File: src/rtl/clk_req_pkg.sv
package clk_req_pkg;
  typedef enum logic [1:0] {
    CFG_POL     = 2'd0,
    CFG_OVR_SEL = 2'd1,
    CFG_OVR_EN  = 2'd2,
    CFG_INV     = 2'd3
  } cfg_sel_e;
endpackage

File: src/rtl/clk_req_cfg.sv
module clk_req_cfg
  import clk_req_pkg::*;
#(
  parameter int NCH = 4
) (
  input  logic           clk,
  input  logic           rst,
  input  logic           wr_en,
  input  logic [1:0]     wr_addr,
  input  logic [NCH-1:0] wr_data,
  output logic [NCH-1:0] pol_hi,
  output logic [NCH-1:0] ovr_sel,
  output logic [NCH-1:0] ovr_en,
  output logic [NCH-1:0] inv_sel
);
  always_ff @(posedge clk) begin
    if (rst) begin
      pol_hi  <= '1;
      ovr_sel <= '0;
      ovr_en  <= '0;
      inv_sel <= '0;
    end else if (wr_en) begin
      case (cfg_sel_e'(wr_addr))
        CFG_POL:     pol_hi  <= wr_data;
        CFG_OVR_SEL: ovr_sel <= wr_data;
        CFG_OVR_EN:  ovr_en  <= wr_data;
        CFG_INV:     inv_sel <= wr_data;
        default:     ;
      endcase
    end
  end
endmodule

File: src/rtl/clk_req_sync.sv
module clk_req_sync #(
  parameter int NCH    = 4,
  parameter int STAGES = 2
) (
  input  logic           clk,
  input  logic           rst,
  input  logic [NCH-1:0] din,
  output logic [NCH-1:0] dout
);
  logic [NCH-1:0] chain [STAGES];

  always_ff @(posedge clk) begin
    if (rst) chain[0] <= '0;
    else     chain[0] <= din;
  end

  for (genvar k = 1; k < STAGES; k++) begin : g_stage
    always_ff @(posedge clk) begin
      if (rst) chain[k] <= '0;
      else     chain[k] <= chain[k-1];
    end
  end

  assign dout = chain[STAGES-1];
endmodule

File: src/rtl/clk_req_chan_gate.sv
module clk_req_chan_gate (
  input  logic sclk,
  input  logic rst,
  input  logic want,
  input  logic inv_cfg,
  output logic gate_o,
  output logic clk_o
);
  logic inv_q;

  // Gate and invert captured on the falling edge only: no partial pulses.
  always_ff @(negedge sclk) begin
    if (rst) begin
      gate_o <= 1'b0;
      inv_q  <= 1'b0;
    end else begin
      gate_o <= want;
      inv_q  <= inv_cfg;
    end
  end

  assign clk_o = gate_o & (sclk ^ inv_q);
endmodule

File: src/rtl/clk_req_tree.sv
module clk_req_tree
  import clk_req_pkg::*;
#(
  parameter int NCH         = 4,
  parameter int SYNC_STAGES = 2
) (
  input  logic           sclk,
  input  logic           rst,
  input  logic           wr_en,
  input  logic [1:0]     wr_addr,
  input  logic [NCH-1:0] wr_data,
  input  logic [NCH-1:0] req_pin,
  output logic [NCH-1:0] clk_out,
  output logic           src_req,
  output logic           reg_en
);
  logic [NCH-1:0] pol_hi, ovr_sel, ovr_en, inv_sel;
  logic [NCH-1:0] pin_s, eff, gate;

  clk_req_cfg #(.NCH(NCH)) u_cfg (
    .clk(sclk), .rst(rst), .wr_en(wr_en), .wr_addr(wr_addr), .wr_data(wr_data),
    .pol_hi(pol_hi), .ovr_sel(ovr_sel), .ovr_en(ovr_en), .inv_sel(inv_sel)
  );

  clk_req_sync #(.NCH(NCH), .STAGES(SYNC_STAGES)) u_sync (
    .clk(sclk), .rst(rst), .din(req_pin), .dout(pin_s)
  );

  // Effective request: register override, else pin matched against polarity.
  always_comb begin
    for (int i = 0; i < NCH; i++) begin
      eff[i] = ovr_sel[i] ? ovr_en[i] : ~(pin_s[i] ^ pol_hi[i]);
    end
  end

  always_ff @(posedge sclk) begin
    if (rst) begin
      src_req <= 1'b0;
      reg_en  <= 1'b0;
    end else begin
      src_req <= |eff;
      reg_en  <= |eff;
    end
  end

  for (genvar c = 0; c < NCH; c++) begin : g_chan
    clk_req_chan_gate u_gate (
      .sclk(sclk), .rst(rst), .want(eff[c]), .inv_cfg(inv_sel[c]),
      .gate_o(gate[c]), .clk_o(clk_out[c])
    );
  end
endmodule

File: config.mk
export PLATFORM = sky130hd
export DESIGN_NAME = clk_req_tree
export DESIGN_NICKNAME = d
export VERILOG_FILES = /design/src/rtl/clk_req_pkg.sv /design/src/rtl/clk_req_cfg.sv /design/src/rtl/clk_req_sync.sv /design/src/rtl/clk_req_chan_gate.sv /design/src/rtl/clk_req_tree.sv
export SDC_FILE = /design/constraint.sdc
export NUM_CORES = 1
export LEC_CHECK = 0
export BUFFER_PORTS_ARGS = -buffer_cell sky130_fd_sc_hd__clkbuf_2
export CAP_MARGIN = 20
export CORE_UTILIZATION = 53
export DETAILED_ROUTE_END_ITERATION = 10
export GPL_TIMING_DRIVEN = 0
export PLACE_DENSITY = 0.77
export SETUP_SLACK_MARGIN = 0.4
export SYNTH_ARGS = -nofsm -noshare
export SYNTH_HDL_FRONTEND = slang
export SYNTH_SLANG_ARGS = --single-unit
File: constraint.sdc
create_clock -name sclk -period 1.4 [get_ports sclk]
set_clock_uncertainty 0.2 [all_clocks]
set_input_delay 0.14 -clock sclk [delete_from_list [all_inputs] [get_ports sclk]]
set_output_delay 0.14 -clock sclk [all_outputs]
set_load 0.02 [all_outputs]
* Yosys cells after proc, flatten, opt, wreduce, memory -nomap -nowiden
Memory sizes are Yosys's and may differ from the RTL's. Cells that the tools add are included.
Operators by class: eq/ne operators 3, muxes and demuxes 9, bitwise operators 18, reductions and logical operators 6
Operators by type and width (count):
- 4-bit 2-to-1 mux | 2
- 2-bit AND reduction | 4
- 1-bit XOR | 8
- 1-bit 2-to-1 mux | 7
- 1-bit AND | 4
- 2-bit equality test, second input constant | 2
- 1-bit NOT | 4
- 4-bit OR reduction | 1
- 2-bit by 1-bit equality test with 1-bit output, second input constant | 1
- 2-bit logical NOT | 1
- 1-bit OR | 2
Storage, ports and cells: flip-flop bits (word level) 25, RAM bits 8, bits of input ports 13, logic and storage cells 50, memories 1
Memory list:
- u_sync.chain | words 2, width 4, read ports 2, clocked after Yosys merged registers in 0, write ports 2, RTL line clk_req_sync.sv:10 | logic [NCH-1:0] chain [STAGES];

* Depth between registers and ports, before layout
Gate-level depths: netlist of run 1.
word-level depth 4, gate-level depth with buffers 4

* Modules after synthesis
From an unflattened synthesis of run 1, not the netlist that was laid out.
Second synthesis, totals: cell total of the unflattened synthesis 123, area, all modules 1281.2 um2
Modules (own cells, without submodules):
- clk_req_cfg | instances 1, cells each 63, area an instance 673.1 um2, sequential area each 320.3 um2
- clk_req_chan_gate | instances 4, cells each 7, area an instance 71.3 um2, sequential area each 40.0 um2
- clk_req_sync | instances 1, cells each 16, area an instance 210.2 um2, sequential area each 160.2 um2
- clk_req_tree | instances 1, cells each 16, area an instance 112.6 um2, sequential area each 20.0 um2

==> results of run 1 <==
layer usage:
layer | track usage | vias up | wire (um)
met3 | 0.2099 | 18 | 244
met4 | 0.3000 | 0 | 119
met1 | 0.1977 | 524 | 1359
met5 | 0 | - | 0
li1 | - | 496 | -
met2 | 0.3874 | 60 | 1869
layout make-up:
cell class                 instances  area [um^2]
multi-input combinational         69        543.0
sequential                        33        676.9
buffer                             9        75.07
tap                               27        33.78
timing repair buffer              40        327.8
fill                              79        187.7
clock buffer                      21        180.2
clock inverter                     9        37.54
state kept, by name, summed over array words and instances, names as in the netlist:
signal,flops
u_cfg.pol_hi,4
g_chan.u_gate.gate_o,4
reg_en,1
u_sync.chain,8
u_cfg.ovr_en,4
g_chan.u_gate.inv_q,4
u_cfg.inv_sel,4
u_cfg.ovr_sel,4
worst register-to-register path, cell delays in order, from the launching register on:
cell and delay (ns):
sky130_fd_sc_hd__dfxtp_2 0.36, sky130_fd_sc_hd__xnor2_2 0.13, sky130_fd_sc_hd__mux2i_1 0.25, sky130_fd_sc_hd__nor2_1 0.11
what timing repair did:
action | CTS | global route
endpoints found under the setup margin | 19 | 28
hold buffers | 16 | 2
buffers inserted | 3 | 7
resized for setup | 16 | 25
pin swaps | 1 | 7
endpoints found under the hold margin | 25 | 19
worst min-delay path by stage:
stage                           from                  to  cells after the start
after floorplan                  rst  u_sync.chain[0][0]                      1
after global placement    req_pin[1]  u_sync.chain[0][1]                      2
after detailed placement  req_pin[2]  u_sync.chain[0][2]                      2
after CTS                 wr_data[2]     u_cfg.pol_hi[2]                      3
after global routing      wr_addr[0]     u_cfg.pol_hi[2]                      6
final                     wr_addr[0]     u_cfg.pol_hi[2]                      6
cells in the final DEF (no fill, tap or decap):
| cell | n |
|---|---|
| sky130_fd_sc_hd__clkbuf_4 | 17 |
| sky130_fd_sc_hd__buf_6 | 8 |
| sky130_fd_sc_hd__nor3b_4 | 1 |
| sky130_fd_sc_hd__buf_4 | 8 |
| sky130_fd_sc_hd__xor2_1 | 4 |
| sky130_fd_sc_hd__clkinvlp_4 | 1 |
| sky130_fd_sc_hd__nand3b_1 | 2 |
| sky130_fd_sc_hd__nor2_1 | 16 |
| sky130_fd_sc_hd__nor2b_1 | 13 |
| sky130_fd_sc_hd__dfxtp_1 | 20 |
| sky130_fd_sc_hd__dlygate4sd3_1 | 15 |
| sky130_fd_sc_hd__inv_1 | 8 |
| sky130_fd_sc_hd__dfxtp_2 | 13 |
| sky130_fd_sc_hd__clkbuf_1 | 4 |
| sky130_fd_sc_hd__nand3_1 | 1 |
| sky130_fd_sc_hd__and2_1 | 4 |
| sky130_fd_sc_hd__clkbuf_2 | 13 |
| sky130_fd_sc_hd__mux2i_1 | 16 |
| sky130_fd_sc_hd__a211o_1 | 4 |
| sky130_fd_sc_hd__xnor2_1 | 2 |
| sky130_fd_sc_hd__nor2b_4 | 3 |
| sky130_fd_sc_hd__a41oi_2 | 1 |
| sky130_fd_sc_hd__xnor2_2 | 2 |
| sky130_fd_sc_hd__buf_8 | 5 |
report_power, final:
group / internal, mW / switching, mW
sequential: 0.986 / 0.0270
combinational: 0.148 / 0.112
clock: 0.697 / 0.645
stage by stage:
stage	hold WS, ns	TNS, ns	setup slack, ns	std cells	utilization
after floorplan	0.01161	-2.211	-0.3361	112	-
after global placement	0.1524	-4.104	-0.4542	157	0.6572
after detailed placement	0.1590	-4.246	-0.4535	157	0.6572
after CTS	-0.04770	-7.179	-1.275	201	0.8544
after global routing	-0.1996	-8.465	-1.382	208	0.9090
final	-0.1766	-7.669	-1.298	208	0.9090
cells by family after synthesis:
| logic type | count (synthesis) |
|---|---|
| buf+inv | 10 |
| flops | 33 |
| compound gates | 5 |
| xor+xnor | 8 |
| mux | 16 |
| simple gates | 40 |
==> results, run 1 <==
- The count of unique library cells instantiated by Yosys is 15.
- The vertical die dimension is ~50 um.
- The transition at the pin with the smallest max-transition slack is 0.4997 ns.
- The per-instance average area after synthesis is about 11 um^2.
- The weighted congestion reported at the end of routability-driven placement is about 0.75.
- The leakage component of the power is 0.9176 nW.
- The worst relative slew slack is 0.6668.
- Setup violations remaining at the end of the flow were counted as 18.
- The core region area is ~2100 um^2.
- The fraction of the mapped netlist area in simple logic gates is 0.1843.
- The number of synthesis warnings is 0.
- The maximum VDD drop is approximately 1.2 mV.
- The post-route cell area is 1874 um^2.
- The maximum fanout along the worst path is 1.
- TritonCTS built the clock tree.
- The combined buffer and inverter count along the critical path is 2.
- The final reports fail on hold timing, setup timing.
- The delay of the slowest cell on the worst path is 0.31 ns.
- The cell area that synthesis handed to floorplanning was approximately 1200 um^2.
- The number of cells on the critical path is 4.
- Synthesis inferred 33 register bits.
- The share of the Yosys chip area taken by registers is 0.5438.
- The initial utilization of the core area, before any placement, comes to 0.5892.
- The number of nets in the synthesized netlist is around 130.
- The share of the synthesized netlist area taken by xor and xnor gates is 0.05767.
- The source of the worst register-to-register timing path is u_sync.chain[1][3].
- Across every metal layer, demand over resource in global routing totals 0.2635.
- For the worst flop-to-flop path, the logic depth is 3.
- The start-to-end type of the worst setup path is reg -> out.
- The proportion of netlist area held by the largest area contributor is 0.5438.
- The die area is ~2500 um^2.
- Dividing total power by cell area gives a power density of between 1000 and 1500 nW/um^2.
- The routed layout has ~1100 vias.
- The post-synthesis instance total is 112.
- The highest-delay cell along the critical path is sky130_fd_sc_hd__dfxtp_2.
- The library cell with the largest summed area after synthesis is sky130_fd_sc_hd__dfxtp_1.
- The residual antenna-violating net count after detailed routing is 0.
- The flow ran to the end, but the final reports show violations.
- By area, the combinational part of the netlist is dominated by simple AND/OR/NAND/NOR gates.
- The first-pass iteration count of the detailed router is 5.
- The average wire per standard cell is approximately 17 um.
- Of all flip-flops after synthesis, the portion carrying an async set or reset was 0.
- STA classifies the critical path startpoint as a register.
- The cell family contributing the most delay on the critical path is flip-flops.
- For this run, design rule violations remaining after detail routing come to 0.
- The number of pins exceeding their max-slew limit in the final report is 0.
- In this run the critical register-to-register path is captured at g_chan[3].u_gate.gate_o.
- The number of antenna violations at the first check in global routing was 0.
- The first-pass GRT wire length is 4.381 mm.
- The worst-case register-to-register setup slack is -0.46 ns.
- The endpoint type of the worst setup path is a primary output.
- Counting instances in the post-synthesis netlist gives the leading cell types as sky130_fd_sc_hd__dfxtp_1, sky130_fd_sc_hd__mux2i_1, sky130_fd_sc_hd__nor2_1, sky130_fd_sc_hd__nor2b_1, sky130_fd_sc_hd__buf_4.
- After detailed routing, the total wire length is ~3.6 mm.
- The fraction of the mapped netlist area in compound gates is 0.03605.
- The worst hold slack is -0.1766 ns.
- Yosys instantiated no cell more often than sky130_fd_sc_hd__dfxtp_1.
- The number of enable flip-flop cells after synthesis is 0.
- The overflow left after global routing is 0.
- The clock latency of the later-clocked register in the worst-skew pair is between 0.7 and 0.8 ns.
- Tracing the worst setup path back leads to its startpoint at g_chan[2].u_gate.inv_q.
- In this run the core area contains 16 standard-cell rows.
- Of the total synthesized cell area, the portion taken by full adders, half adders and majority gates is 0.
- The number of vias per cell after detailed routing is roughly 5.3.
- Across the run, the number of max-cap violations was 0.
- Pin placement for this block handled 19 I/O pins.
- The via count of the first global-routing pass is 1166.
- The net count of the finished layout is ~190.
- Ranked by total cell area, the synthesized netlist is headed by sky130_fd_sc_hd__dfxtp_1, sky130_fd_sc_hd__mux2i_1, sky130_fd_sc_hd__nor2b_1, sky130_fd_sc_hd__nor2_1, sky130_fd_sc_hd__buf_4.
- The share of final-layout standard cells stronger than drive strength 1 is 0.3978.
- The post-route total power is around 2.6 mW.
- The required time at the worst-slack endpoint is approximately 1.1 ns.
- The detailed placer's ending HPWL is roughly 1.5 mm.
- The most used flip-flop cell after synthesis is sky130_fd_sc_hd__dfxtp_1.
- The data arrival time of the critical path is 2.36 ns.
- The count of antenna diodes in the layout is 0.
- The worst hold path belongs to the class in -> reg.
- Once placement finished, the instance area stood at 1355 um^2.
- Input and output buffers added on the ports amount to 18.
- The number of hold-slack violations in the final timing report came to 19.
- Of the post-synthesis cell area, the part taken by muxes is 0.1318.
- Setup repair after global routing could not meet its margin everywhere.
- Entering global routing, the biggest net connects 16 pins.
- From left edge to right edge, the die measures around 50 um.
- Traced cell by cell, the critical path runs through xor2_1, and2_1, buf_6, buf_8.
- The area growth from synthesis to layout is 54.27%.
- The number of DRC markers in iteration 0 is 61.
- The capturing instance or port of the critical path is clk_out[2].
- The clock slew seen by the registers of the worst setup and hold paths is approximately 0.15 ns.
- The final worst-path setup slack is -1.298 ns.
(Power assumes the default switching activity.)
==> inputs of run 2 (changes only) <==
Settings changed: SKIP_CTS_REPAIR_TIMING set to 1.
==> results, run 2 (synthesized netlist as in run 1, its figures left out) <==
- The post-route cell area is 1757 um^2 (-6.3%).
- The worst relative slew slack is 0.6855 (+0.01867).
- The overflow left after global routing is 0 (unchanged).
- The area of combinational cells with multiple inputs was 513.0 um^2 (-5.5%).
- The start-to-end type of the worst setup path is reg -> out.
- The maximum fanout along the worst path is 1 (unchanged).
- The transition at the pin with the smallest max-transition slack is 0.4717 ns (-0.02800 ns).
- The maximum VDD drop is 1.085 mV (-8.2%).
- The startpoint kind of the worst setup timing path is a register.
- Among the stages of the critical path, the cell type that occurs most often is sky130_fd_sc_hd__buf_6.
- The uppermost metal layer occupied by signal nets is met4.
- The depth of the worst hold-timing path is 3 (-3).
- The number of hold-slack violations in the final timing report came to 10 (-9).
- The first-pass GRT wire length was 3.532 mm (-19%).
- The type of the most critical hold path is in -> reg.
- The count of antenna diodes in the layout is 0 (unchanged).
- The cell family contributing the most delay on the critical path is flip-flops.
- The most common cell after layout, fill and taps aside is sky130_fd_sc_hd__dfxtp_1.
- Among all stages on the critical path, the largest delay is contributed by sky130_fd_sc_hd__dfxtp_2.
- The leakage component of the power came to 0.8425 nW (-8.2%).
- The clock slew seen by the registers of the worst setup and hold paths is 0.14 ns (about the same).
- The delay of the slowest cell on the worst path is 0.31 ns (about the same).
- The share of final-layout standard cells stronger than drive strength 1 is 0.3237 (-0.07409).
- The power density of the placed cells came to 1413 nW/um^2 (+1.2%).
- The met3 wirelength from detailed routing was 181 um (-26%).
- The number of antenna violations at the first check in global routing came to 0 (unchanged).
- The met2 routed wirelength is 1.362 mm (-27%).
- The residual antenna-violating net count after detailed routing is 0 (unchanged).
- The checks that failed: hold timing, setup timing.
- The weighted congestion reported at the end of routability-driven placement is 0.7537 (unchanged).
- The max-cap violation count came to 0 (unchanged).
- The net count of the finished layout came to 186 (-4.1%).
- Setup repair after global routing could not meet its margin everywhere.
- The number of flip-flops in the largest register was 8 (unchanged).
- The filler cell count is 116 (+47%).
- The die area came to 2488 um^2 (unchanged).
- The quantity of I/O buffers inserted on ports is 18 (unchanged).
- The wire length the detailed router placed on met1 was 1.018 mm (-25%).
- The combined buffer and inverter count along the critical path is 2 (unchanged).
- The overall global routing resource usage came to 0.2112 (-0.05229).
- The worst hold slack is -0.04340 ns (+0.1332 ns).
- The worst-case register-to-register setup slack was -0.42 ns (+0.04 ns).
- The placement-stage cell area came to 1355 um^2 (unchanged).
- The required time at the worst-slack endpoint is 1.06 ns (about the same).
- In the layout the commonest cells are sky130_fd_sc_hd__dfxtp_1, sky130_fd_sc_hd__mux2i_1, sky130_fd_sc_hd__nor2_1, sky130_fd_sc_hd__clkbuf_4, sky130_fd_sc_hd__dlygate4sd3_1.
- The area taken by flip-flops and latches is 673.1 um^2 (-0.55%).
- The clock latency of the later-clocked register in the worst-skew pair came to 0.78 ns (about the same).
- The post-synthesis to final-layout area growth is 44.59%.
- The maximum number of pins on one net before global-route repair is 16 (unchanged).
- The worst reg-to-reg path cell count came to 3 (unchanged).
- The post-route DRC violation count is 0 (unchanged).
- The average wire per standard cell is 13.00 um (-25%).
- The first-pass iteration count of the detailed router was 5 (unchanged).
- The final worst-path setup slack was -1.249 ns (+0.04956 ns).
- The vertical die dimension is 49.88 um (unchanged).
- The number of cell rows is 16 (unchanged).
- The number of top-level pins is 19 (unchanged).
- The final setup TNS is -7.411 ns (+0.2577 ns).
- The worst hold path begins at wr_data[2].
- The core region area is 2062 um^2 (unchanged).
- The flow ran to the end, but the final reports show violations.
- The number of DRC markers in iteration 0 is 18 (-70%).
- The post-route total power is 2.481 mW (-5.1%).
- The total via count after detailed routing is 989 (-9.9%).
- The final-report setup violation count came to 18 (unchanged).
- The data arrival time of the critical path is 2.31 ns (-0.05 ns).
- The number of pins exceeding their max-slew limit in the final report is 0 (unchanged).
- For hold timing, the worst endpoint is u_cfg.pol_hi[2].
- The via count of the first global-routing pass is 936 (-20%).
- STA classifies the critical path endpoint as a primary output.
- The endpoint of the most critical register-to-register path is g_chan[3].u_gate.gate_o.
- The TritonCTS clock tree is done.
- The most flop-heavy register is u_sync.chain.
- The initial standard-cell utilization of the core was 0.5892 (unchanged).
- The final wirelength is 2.599 mm (-28%).
- The number of vias per cell after detailed routing is 4.945 (-6.3%).
- The detailed placer's ending HPWL is 1.459 mm (unchanged).
- The startpoint identified for the worst register-to-register timing path is u_sync.chain[1][3].
- The critical path goes through xor2_1, and2_1, buf_6, buf_6.
- The width of the die is 49.88 um (unchanged).
[run 2: cell types whose count changed in the layout (fill, tap and decap cells not counted), sizes merged]
cell         delta
clkbuf          -1
buf             -8
dlygate4sd3     +1
[run 2: worst min-delay path, stage by stage]
cell and delay, ns:
sky130_fd_sc_hd__dlygate4sd3_1 0.53, sky130_fd_sc_hd__clkbuf_2 0.14, sky130_fd_sc_hd__a211o_1 0.12
[run 2: layout make-up]
class,instances,share of cell area
Multi-Input combinational cell,69,0.2920
Clock buffer,21,0.09615
Tap cell,27,0.01923
Buffer,9,0.04131
Sequential cell,33,0.3832
Timing Repair Buffer,32,0.1467
Clock inverter,9,0.02137
[run 2: worst max-delay path by stage]
stage / slack (ns) / from / end / cells past startpoint
final: -1.25 / g_chan[0].u_gate.inv_q / clk_out[0] / 4
after global placement: -0.45 / g_chan[0].u_gate.inv_q / clk_out[0] / 4
after global routing: -1.34 / g_chan[0].u_gate.inv_q / clk_out[0] / 4
after floorplan: -0.34 / g_chan[0].u_gate.inv_q / clk_out[0] / 3
after CTS: -1.29 / g_chan[2].u_gate.inv_q / clk_out[2] / 4
after detailed placement: -0.45 / g_chan[0].u_gate.inv_q / clk_out[0] / 4
[run 2: stage by stage]
stage	utilization	std cells	hold slack, ns	setup WS (ns)
finish	0.8519	200	-0.04340	-1.249
detailed placement	0.6572	157	0.1590	-0.4535
global placement	0.6572	157	0.1524	-0.4542
CTS	0.7336	182	-0.6423	-1.285
floorplan	-	112	0.01161	-0.3361
global route	0.8519	200	-0.06797	-1.341
[run 2: where the power goes]
group          switching [mW]  total (mW)  internal, mW
Combinational          0.0903       0.209         0.118
Clock                   0.579        1.27         0.687
Sequential             0.0208        1.01         0.986
[run 2: routing by layer]
metal	GRT usage	up-vias
li1	-	485
met1	0.1888	454
met2	0.3018	44
met3	0.1636	6
met4	0.1905	0
met5	0	-
==> inputs of run 3 (changes only) <==
Settings changed: CELL_PAD_IN_SITES_DETAIL_PLACEMENT set to 1, CELL_PAD_IN_SITES_GLOBAL_PLACEMENT set to 2, CORE_UTILIZATION 53 to 35, PLACE_DENSITY 0.77 to 0.78.
==> results, run 3 (synthesized netlist as in run 1, its figures left out) <==
- The die area is 3711 um^2 (+49%).
- The net count of the finished layout is 187 (+0.54%).
- The clock latency of the later-clocked register in the worst-skew pair is 0.74 ns (-0.04 ns).
- The post-route DRC violation count is 0 (unchanged).
- The number of DRC markers in iteration 0 came to 9 (-9).
- The final reports fail on hold timing, setup timing.
- The share of final-layout standard cells stronger than drive strength 1 is 0.3276 (+0.003887).
- The net switching power is 681.8 uW (-1.2%).
- The top cell types in the final layout, fill and taps aside, are sky130_fd_sc_hd__dfxtp_1, sky130_fd_sc_hd__mux2i_1, sky130_fd_sc_hd__nor2_1, sky130_fd_sc_hd__clkbuf_4, sky130_fd_sc_hd__dlygate4sd3_1.
- The fraction of power spent switching nets is 0.2750 (-0.003024).
- The core region area is 3337 um^2 (+62%).
- The number of vias per cell after detailed routing is 4.418 (-11%).
- The number of top-level pins is 19 (unchanged).
- The data arrival time of the critical path came to 2.34 ns (+0.03 ns).
- The final worst-path setup slack is -1.279 ns (-0.03027 ns).
- The run finished, with violations left.
- The number of pins exceeding their max-slew limit in the final report came to 0 (unchanged).
- The initial standard-cell utilization of the core is 0.3641 (-0.2251).
- The total via count after detailed routing is 972 (-1.7%).
- The weighted congestion reported at the end of routability-driven placement is 0.6855 (-9.0%).
- The path with the worst hold slack has its endpoint at u_cfg.pol_hi[3].
- The clock slew seen by the registers of the worst setup and hold paths is 0.14 ns (about the same).
- The instance count after placement with tap cells included is 176 (+12%).
- The count of antenna diodes in the layout was 0 (unchanged).
- The overall global routing resource usage came to 0.1621 (-0.04911).
- In this run the critical register-to-register path is launched from u_cfg.pol_hi[2].
- The detailed placer's ending HPWL was 1.737 mm (+19%).
- The power density of the placed cells is 1393 nW/um^2 (-1.4%).
- The maximum number of pins on one net before global-route repair is 14 (-2).
- The max-cap violation count was 0 (unchanged).
- The first-pass GRT wire length was 3.981 mm (+13%).
- The via count of the first global-routing pass came to 1047 (+12%).
- The worst hold slack is -0.3680 ns (-0.3246 ns).
- The fraction of power consumed by the clock network is 0.509 (about the same).
- The worst reg-to-reg path cell count came to 3 (unchanged).
- The setup path with the least slack is of type reg -> out.
- In this run the most critical hold path is launched from wr_addr[1].
- The combined buffer and inverter count along the critical path is 2 (unchanged).
- The overflow left after global routing is 0 (unchanged).
- The internal power is 1.798 mW (+0.33%).
- The maximum VDD drop is 0.6134 mV (-43%).
- Setup repair after global routing could not meet its margin everywhere.
- From synthesis to final layout, the design area changed by 46.45%.
- The worst relative slew slack came to 0.6647 (-0.02081).
- The filler cell count is 395 (+240%).
- The relative contribution of combinational cells to total power was 0.086 (+0.002).
- Walking the worst path, the cells encountered are xor2_1, and2_1, buf_6, buf_6.
- The worst setup path is launched from a register.
- In this run the critical register-to-register path is captured at g_chan[2].u_gate.gate_o.
- TritonCTS built the clock tree.
- The depth of the worst hold-timing path is 4 (+1).
- The quantity of I/O buffers inserted on ports came to 18 (unchanged).
- The number of antenna violations at the first check in global routing is 0 (unchanged).
- The number of flip-flops in the largest register is 8 (unchanged).
- The number of hold-slack violations in the final timing report came to 16 (+6).
- The utilization after layout was 0.5332 (-0.3188).
- The number of cell rows is 21 (+5).
- The register share of total power is 0.405 (about the same).
- The type of the most critical hold path is in -> reg.
- The worst-case register-to-register setup slack is -0.35 ns (+0.07 ns).
- More flip-flops sit in one register than any other, and that register is u_sync.chain.
- The residual antenna-violating net count after detailed routing is 0 (unchanged).
- The required time at the worst-slack endpoint is 1.06 ns (about the same).
- The delay of the slowest cell on the worst path came to 0.29 ns (-0.02 ns).
- The first-pass iteration count of the detailed router was 4 (-1).
- The width of the die is 60.92 um (+22%).
- The leakage component of the power came to 0.8517 nW (+1.1%).
- Leaving out fill and tap cells, the most frequent cell in the layout is sky130_fd_sc_hd__dfxtp_1.
- The vertical die dimension was 60.92 um (+22%).
- The transition at the pin with the smallest max-transition slack came to 0.5030 ns (+0.03122 ns).
- The post-route total power is 2.479 mW (about the same).
- The final wirelength is 2.628 mm (+1.1%).
- The final-report setup violation count was 18 (unchanged).
- The worst setup path is captured at a primary output.
- The final instance count without filler cells came to 220 (+10%).
- The maximum fanout along the worst path is 1 (unchanged).
- The largest individual stage delay along the critical path comes from the cell sky130_fd_sc_hd__dfxtp_1.
- The average wire per standard cell is 11.95 um (-8.1%).
- By instance count, the cell type seen most on the critical path is sky130_fd_sc_hd__buf_6.
- The cell family contributing the most delay on the critical path is flip-flops.
[run 3: cell types whose count changed in the layout (fill, tap and decap cells not counted), moves of 2 or more]
cell / delta
sky130_fd_sc_hd__buf_4: +2
sky130_fd_sc_hd__dfxtp_1: +2
sky130_fd_sc_hd__dfxtp_2: -2
sky130_fd_sc_hd__nor2b_2: +2
[run 3: power by group through the flow]
stage | Sequential [mW] | Combinational (mW) | Clock, mW
after detailed placement | 1.02 | 0.153 | 0.240
after CTS | 1.00 | 0.153 | 1.29
after global placement | 1.02 | 0.147 | 0.240
after floorplan | 1.02 | 0.0914 | 0.229
final | 1.00 | 0.212 | 1.26
after global routing | 1.01 | 0.234 | 1.43
[run 3: area by class of cell]
cell class | instances | area, um^2 | share of cell area
Clock inverter | 8 | 30.03 | 0.01688
Multi-Input combinational cell | 69 | 513.0 | 0.2883
Clock buffer | 22 | 172.7 | 0.09705
Tap cell | 46 | 57.56 | 0.03235
Timing Repair Buffer | 33 | 262.8 | 0.1477
Buffer | 9 | 72.57 | 0.04079
Sequential cell | 33 | 670.6 | 0.3769
[run 3: worst max path at each step]
stage	endpoint	startpoint	cells after the start	slack, ns
2_1_floorplan	clk_out[0]	g_chan[0].u_gate.inv_q	3	-0.34
3_3_place_gp	clk_out[0]	g_chan[0].u_gate.inv_q	4	-0.46
3_5_place_dp	clk_out[0]	g_chan[0].u_gate.inv_q	4	-0.46
4_1_cts	clk_out[2]	g_chan[2].u_gate.inv_q	4	-1.35
5_1_grt	clk_out[2]	g_chan[2].u_gate.inv_q	4	-1.35
6_report	clk_out[0]	g_chan[0].u_gate.inv_q	4	-1.28
[run 3: worst reg2reg max path: stages (launching register included)]
cell and delay [ns]:
sky130_fd_sc_hd__dfxtp_2 0.35, sky130_fd_sc_hd__xnor2_1 0.12, sky130_fd_sc_hd__mux2i_1 0.24, sky130_fd_sc_hd__nor2_1 0.08
[run 3: metal layers]
| metal | track usage | part of all wire |
|---|---|---|
| met5 | 0 | 0 |
| met1 | 0.1522 | 0.39 |
| met3 | 0.08529 | 0.039 |
| met4 | 0.1753 | 0.030 |
| met2 | 0.2418 | 0.54 |
[run 3: metrics by stage]
stage	worst slack, ns	TNS (ns)	instance area (um^2)	hold slack, ns
floorplan	-0.3361	-2.211	1231	0.01161
finish	-1.279	-6.908	1779	-0.3680
global route	-1.349	-7.987	1779	-0.3871
CTS	-1.347	-7.173	1533	-0.6170
global placement	-0.4554	-4.350	1379	0.1533
detailed placement	-0.4585	-4.450	1379	0.1649
